File: src/rtl/sfs_pkg.sv
package sfs_pkg;
  localparam int DW      = 32;
  localparam int MAXW    = 4;
  localparam int IDX_W   = $clog2(MAXW);
  localparam int LEN_W   = $clog2(MAXW + 1);

  typedef enum logic [1:0] {S_IDLE, S_OWN, S_REL, S_DONE} seq_state_t;

  // Dword count of an instruction, derived from its first dword.
  function automatic logic [LEN_W-1:0] dword_count(input logic [DW-1:0] w);
    logic [LEN_W-1:0] n;
    if (w[DW-1:DW-2] == 2'b11)      n = LEN_W'(3);
    else if (w[DW-1:DW-2] == 2'b00) begin
      if (w[DW-4])                  n = LEN_W'(4);
      else if (w[DW-3])             n = LEN_W'(3);
      else                          n = LEN_W'(2);
    end
    else                            n = LEN_W'(2);
    return n;
  endfunction

  // A group closes after this dword when single mode is active, when the
  // second dword of a burst arrives, or when the instruction ends.
  function automatic logic closes_group(input logic burst,
                                        input logic [IDX_W-1:0] idx,
                                        input logic is_last);
    return !burst || (idx == IDX_W'(1)) || is_last;
  endfunction
endpackage

File: src/rtl/sfs_decode.sv
module sfs_decode
  import sfs_pkg::*;
(
  input  logic [DW-1:0]    first_word,
  output logic [LEN_W-1:0] len
);
  always_comb begin
    len = dword_count(first_word);
    a_r4_len_range: assert (len >= LEN_W'(2) && len <= LEN_W'(MAXW))
      else $error("decoded length out of range");
  end
endmodule

File: src/rtl/sfs_addr.sv
module sfs_addr #(
  parameter int AW   = 32,
  parameter int STEP = 4
) (
  input  logic          clk,
  input  logic          rst,
  input  logic          load,
  input  logic [AW-1:0] load_val,
  input  logic          step,
  output logic [AW-1:0] addr
);
  always_ff @(posedge clk) begin
    if (rst)       addr <= '0;
    else if (load) addr <= load_val;
    else if (step) addr <= addr + AW'(STEP);
  end

  a_r8_step: assert property (@(posedge clk) disable iff (rst)
    (step && !load) |=> (addr == $past(addr) + AW'(STEP)));
endmodule

File: src/rtl/sfs_group.sv
module sfs_group
  import sfs_pkg::*;
(
  input  logic             clk,
  input  logic             rst,
  input  logic             start,
  input  logic             burst_in,
  input  logic             accept,
  input  logic [LEN_W-1:0] len_first,
  output logic [IDX_W-1:0] idx,
  output logic [LEN_W-1:0] total,
  output logic             grp_end,
  output logic             last_word
);
  logic             burst_q;
  logic [LEN_W-1:0] total_q;
  logic [LEN_W-1:0] total_eff;

  assign total_eff = (idx == '0) ? len_first : total_q;
  assign last_word = ({1'b0, idx} == total_eff - LEN_W'(1));
  assign grp_end   = closes_group(burst_q, idx, last_word);
  assign total     = total_q;

  always_ff @(posedge clk) begin
    if (rst) begin
      idx     <= '0;
      total_q <= '0;
      burst_q <= 1'b0;
    end else if (start) begin
      idx     <= '0;
      total_q <= '0;
      burst_q <= burst_in;
    end else if (accept) begin
      idx <= idx + IDX_W'(1);
      if (idx == '0) total_q <= len_first;
    end
  end

  a_r5_first_not_last: assert property (@(posedge clk) disable iff (rst)
    (accept && idx == '0) |-> !last_word);
endmodule

File: src/rtl/script_fetch_seq.sv
module script_fetch_seq
  import sfs_pkg::*;
#(
  parameter int AW = 32
) (
  input  logic               clk,
  input  logic               rst,
  input  logic               ptr_wr,
  input  logic [AW-1:0]      ptr_data,
  input  logic               manual_start,
  input  logic               start_dma,
  input  logic               burst_en,
  input  logic               burst_dis,
  input  logic               src_io_sel,
  input  logic               dst_io_sel,
  output logic               bus_req,
  input  logic               bus_gnt,
  input  logic               rd_valid,
  input  logic [DW-1:0]      rd_data,
  output logic [AW-1:0]      fetch_addr,
  output logic               instr_done,
  output logic [DW*MAXW-1:0] instr_words,
  output logic [LEN_W-1:0]   instr_len,
  output logic               src_is_io,
  output logic               dst_is_io
);
  localparam int STEP = DW / 8;

  seq_state_t       state, state_nx;
  logic             in_idle, go, accept, grp_end, last_word, burst_mode;
  logic [IDX_W-1:0] idx;
  logic [LEN_W-1:0] len_first, total;
  logic [DW*MAXW-1:0] words_q;
  logic             src_q, dst_q;

  assign in_idle    = (state == S_IDLE);
  assign go         = in_idle && ((ptr_wr && !manual_start) || start_dma);
  assign accept     = (state == S_OWN) && bus_gnt && rd_valid;
  assign burst_mode = burst_en && !burst_dis;

  sfs_decode u_dec (.first_word(rd_data), .len(len_first));

  sfs_addr #(.AW(AW), .STEP(STEP)) u_addr (
    .clk(clk), .rst(rst), .load(in_idle && ptr_wr), .load_val(ptr_data),
    .step(accept), .addr(fetch_addr));

  sfs_group u_grp (
    .clk(clk), .rst(rst), .start(go), .burst_in(burst_mode), .accept(accept),
    .len_first(len_first), .idx(idx), .total(total), .grp_end(grp_end),
    .last_word(last_word));

  always_comb begin
    state_nx = state;
    unique case (state)
      S_IDLE: if (go) state_nx = S_OWN;
      S_OWN:  if (accept && last_word)    state_nx = S_DONE;
              else if (accept && grp_end) state_nx = S_REL;
      S_REL:  state_nx = S_OWN;
      S_DONE: state_nx = S_IDLE;
      default: state_nx = S_IDLE;
    endcase
  end

  always_ff @(posedge clk) begin
    if (rst) state <= S_IDLE;
    else     state <= state_nx;
  end

  always_ff @(posedge clk) begin
    if (rst) begin
      words_q <= '0;
      src_q   <= 1'b0;
      dst_q   <= 1'b0;
    end else if (go) begin
      words_q <= '0;
      src_q   <= src_io_sel;
      dst_q   <= dst_io_sel;
    end else if (accept) begin
      words_q[idx*DW +: DW] <= rd_data;
    end
  end

  assign bus_req     = (state == S_OWN);
  assign instr_done  = (state == S_DONE);
  assign instr_words = words_q;
  assign instr_len   = total;
  assign src_is_io   = src_q;
  assign dst_is_io   = dst_q;

  a_r7_release: assert property (@(posedge clk) disable iff (rst)
    (accept && grp_end) |=> !bus_req);
  a_r5_hold_burst: assert property (@(posedge clk) disable iff (rst)
    (accept && !grp_end) |=> bus_req);
  a_r9_pulse_after_last: assert property (@(posedge clk) disable iff (rst)
    (accept && last_word) |=> instr_done);
  a_r9_single_pulse: assert property (@(posedge clk) disable iff (rst)
    instr_done |=> !instr_done);
  a_r3_manual_hold: assert property (@(posedge clk) disable iff (rst)
    (in_idle && ptr_wr && manual_start && !start_dma) |=> !bus_req);
  a_r11_busy_addr: assert property (@(posedge clk) disable iff (rst)
    (!in_idle && !accept) |=> $stable(fetch_addr));
  a_r1_idle_quiet: assert property (@(posedge clk) disable iff (rst)
    in_idle |-> (!bus_req && !instr_done));
endmodule

File: config.mk
export PLATFORM = sky130hd
export DESIGN_NAME = script_fetch_seq
export DESIGN_NICKNAME = d
export VERILOG_FILES = /design/src/rtl/sfs_pkg.sv /design/src/rtl/sfs_decode.sv /design/src/rtl/sfs_addr.sv /design/src/rtl/sfs_group.sv /design/src/rtl/script_fetch_seq.sv
export SDC_FILE = /design/constraint.sdc
export NUM_CORES = 1
export LEC_CHECK = 0
export BUFFER_PORTS_ARGS = -buffer_cell sky130_fd_sc_hd__buf_2
export CAP_MARGIN = 10
export CELL_PAD_IN_SITES_DETAIL_PLACEMENT = 0
export CELL_PAD_IN_SITES_GLOBAL_PLACEMENT = 1
export CORE_MARGIN = 3
export CORE_UTILIZATION = 40
export DETAILED_ROUTE_END_ITERATION = 10
export GPL_ROUTABILITY_DRIVEN = 0
export MAX_ROUTING_LAYER = met4
export PLACE_DENSITY = 0.83
export SLEW_MARGIN = 10
export SYNTH_ARGS = -nofsm -noshare
export SYNTH_HDL_FRONTEND = slang
export SYNTH_HIERARCHICAL = 1
export SYNTH_SLANG_ARGS = --single-unit
File: constraint.sdc
create_clock -name clk -period 3.3 [get_ports clk]
set_input_delay 0 -clock clk [delete_from_list [all_inputs] [get_ports clk]]
set_output_delay 0 -clock clk [all_outputs]
set_load 0.01 [all_outputs]
==> summary.md <==
| Metric | Value |
|---|---|
| First-pass GRT wire length | `38.3 mm` |
| Die height | `~140 um` |
| FF-to-FF path depth | `10` |
| Die W | `144 um` |
| FF-to-FF End | `state[0]` |
| Antenna fix cells | `0` |
| Critical path peak fanout | `8` |
| Most common cell after layout, fill and taps aside | `buf_2` |
| Path category of the worst min-delay check | `in2reg` |
| # rows | `a little under 50` |
| Outcome | `finished clean` |
| Final worst-path cycle share | `90.3%` |
| Setup TNS Final | `0 ps` |
| GRT overflow | `0` |
| Startpoint Class | `flop` |
| Initial Util | `41.5%` |
| Total Routing Usage GR | `23.9%` |
| Port Buffers | `241` |
| Clock Latency Late Sink | `between 400 and 500 ps` |
| Post-synth top area share | `about 45%` |
| Register area share after synthesis | `44.9%` |
| CORE AREA | `around 0.018 mm^2` |
| Antenna Violating Nets Remaining | `0` |
| Minimum clock period | `2980 ps` |
| Synth Instances | `between 800 and 900` |
| Worst IR Drop VDD | `around 0.36 mV` |
| RSZ-0062 raised after global routing | `false` |
| Area grow syn2layout | `32.7%` |
| R2r startpoint | `u_grp/idx[0]` |
| CTS sink count | `170` |
| Final clock skew | `around 10 ps` |
| CTS max path bufs | `2` |
| Pre-Repair DR Iteration Count | `5` |
| DR vias | `7557` |
| # IOs | `242` |
| Mapped Avg Cell Area | `8.58 um^2` |
| Fin util | `a little under three fifths` |
| Top_reg_cell synth | `dfxtp_1` |
| CTS tree | `built` |
| WHS Endpoint | `u_addr/addr[0]` |
| Share of post-route cells with drive strength above 1 | `30.7%` |
| CP Capture Type | `flop` |
| Final setup fails | `0` |
| DRC Markers | `0` |
| Fillers | `1714` |
| Die ar. | `0.0207 mm^2` |
| P_leak | `0.00399 uW` |
| Clk slew on worst S/H paths | `70 ps` |
| Hold slack | `113 ps` |
| # H-tree levels | `4` |
| CTS Root Cell | `clkbuf_16` |
| Max cap viols | `0` |
| CP required | `3600 ps` |
| Pwr/cell area | `459 mW/mm^2` |
| Vias/cell | `5.39` |
| R2R setup slack | `320 ps` |
| Hold_sp | `rst` |
| Overall power | `4620 uW` |
| Setup bufs post-CTS | `0` |
| Hold Vio Cnt, Final | `0` |
| Largest net degree at the start of global routing | `50` |
| Synth top area cells | `dfxtp_1 45%, nand2_1 7.7%, a21oi_1 7.5%` |
| Share of synthesized registers carrying an async set or reset | `0%` |
| Post-synth EDFFs | `0` |
| Rel. slew slack | `~47%` |
| Most frequent cells in the layout | `241 x buf_2, 170 x dfxtp_1, 155 x nand2_1` |
| Initial antenna violation count | `0` |
| Drt wl/cell | `17.4 um` |
| Final-report max-slew violation count | `0` |
| Worst slew pin tran | `801 ps` |
| Final wirelength | `24.4 mm` |
| Library cells used by synthesis | `59` |
| Yosys top cell by area | `dfxtp_1` |
| Yosys warns | `6` |
| Arr. time, crit path | `3280 ps` |
| CTS Buf Count | `17` |
| Syn Nets | `968` |
| DP HPWL | `16.6 mm` |
| Hold depth | `3` |
| Initial drt markers | `455` |
| DP Area | `around 0.0088 mm^2` |
| Fmax | `0.336 GHz` |
| Post-route cell area | `0.0101 mm^2` |
| CP Class | `reg2reg` |
| Yosys reg bits | `between 150 and 200` |
| Vias in the first global route | `7260` |
| Cell area after synthesis | `~0.0076 mm^2` |
| Nets | `about 1.2k` |
-- final cells by class --
type                       count  area [um^2]  area share, %
sequential                   170         3400           33.8
multi-input combinational    630         3690           36.6
clock buffer                  20          447           4.44
timing repair buffer         329         2050           20.4
clock inverter                12          139           1.38
inverter                      13         48.8          0.485
tap                          229          287           2.85
-- worst max path at each step --
stage,from,endpoint,slack [ps],cells after the start
after floorplan,u_grp/idx[0],state[0],1160,9
after global placement,u_grp/idx[0],state[0],960,9
after detailed placement,u_grp/idx[0],state[0],900,9
after CTS,u_grp/idx[0],state[0],330,10
after global routing,u_grp/idx[0],state[0],80,10
final,u_grp/idx[0],state[0],320,10
-- power by group --
group	switching [uW]	leakage, uW	internal (uW)
logic	267	0.00234	206
registers	59.8	0.00138	2100
clock network	846	0.000274	1140
total	1170	0.00399	3450
-- synthesized netlist by cell type, types with 5 or more instances --
library cell and instances:
buf_2 33, nand2_1 155, dfxtp_1 170, nor3_1 7
nand4_1 17, ha_1 9, xnor2_1 6, xor2_1 7
inv_1 12, nor4_1 10, or3_1 7, and4_1 5
a211oi_1 8, mux2i_1 10, a311oi_1 5, buf_6 10
clkbuf_1 19, nor2_1 36, nor3b_1 7, and2_1 5
nand3_1 108, a21oi_1 113, nand3_2 28, a21oi_2 23
nand2b_1 5, a2111oi_0 5
-- through the flow --
stage	setup WS (ps)	instances
2_1_floorplan	1160	884
3_3_place_gp	961	1301
3_5_place_dp	903	1301
4_1_cts	330	1403
5_1_grt	78.7	1403
6_report	320	1403
-- state kept, by name, indices dropped and copies added, names as in the netlist --
| signal | flops |
|---|---|
| dst_is_io | 1 |
| instr_words | 128 |
| src_is_io | 1 |
| state | 2 |
| u_addr/addr | 32 |
| u_grp/burst_q | 1 |
| u_grp/idx | 2 |
| u_grp/total | 3 |
-- cell families after synthesis --
logic type | count (synthesis) | synth area share [%]
XOR/XNOR | 13 | 1.50
adder cells (fa/ha/maj) | 9 | 1.48
AO/OA/AOI/OAI | 182 | 15.2
buffers and inverters | 84 | 6.93
multiplexers | 11 | 1.50
AND/OR/NAND/NOR | 415 | 28.5
flip-flops | 170 | 44.9
-- critical path, cell delays in order, from the launching register on --
cell,delay (ps)
dfxtp_1,520
inv_1,130
ha_1,300
mux2i_2,280
ha_1,290
xnor2_1,140
o311ai_1,350
nand4b_1,140
nand2_1,90
a21oi_1,50
dlygate4sd3_1,570
-- what timing repair did --
action	in CTS	in global routing
hold buffers	70	0
hold endpoints to repair	164	0
gates resized for setup	0	0
-- per-layer routing --
layer	vias up	track usage [%]	wire (um)
met5	-	-	0
met4	0	6.05	308
met3	28	4.79	1620
met2	276	39.4	11700
met1	3572	30.2	10700
li1	3681	-	-
Power figures use the tool's default switching activity.
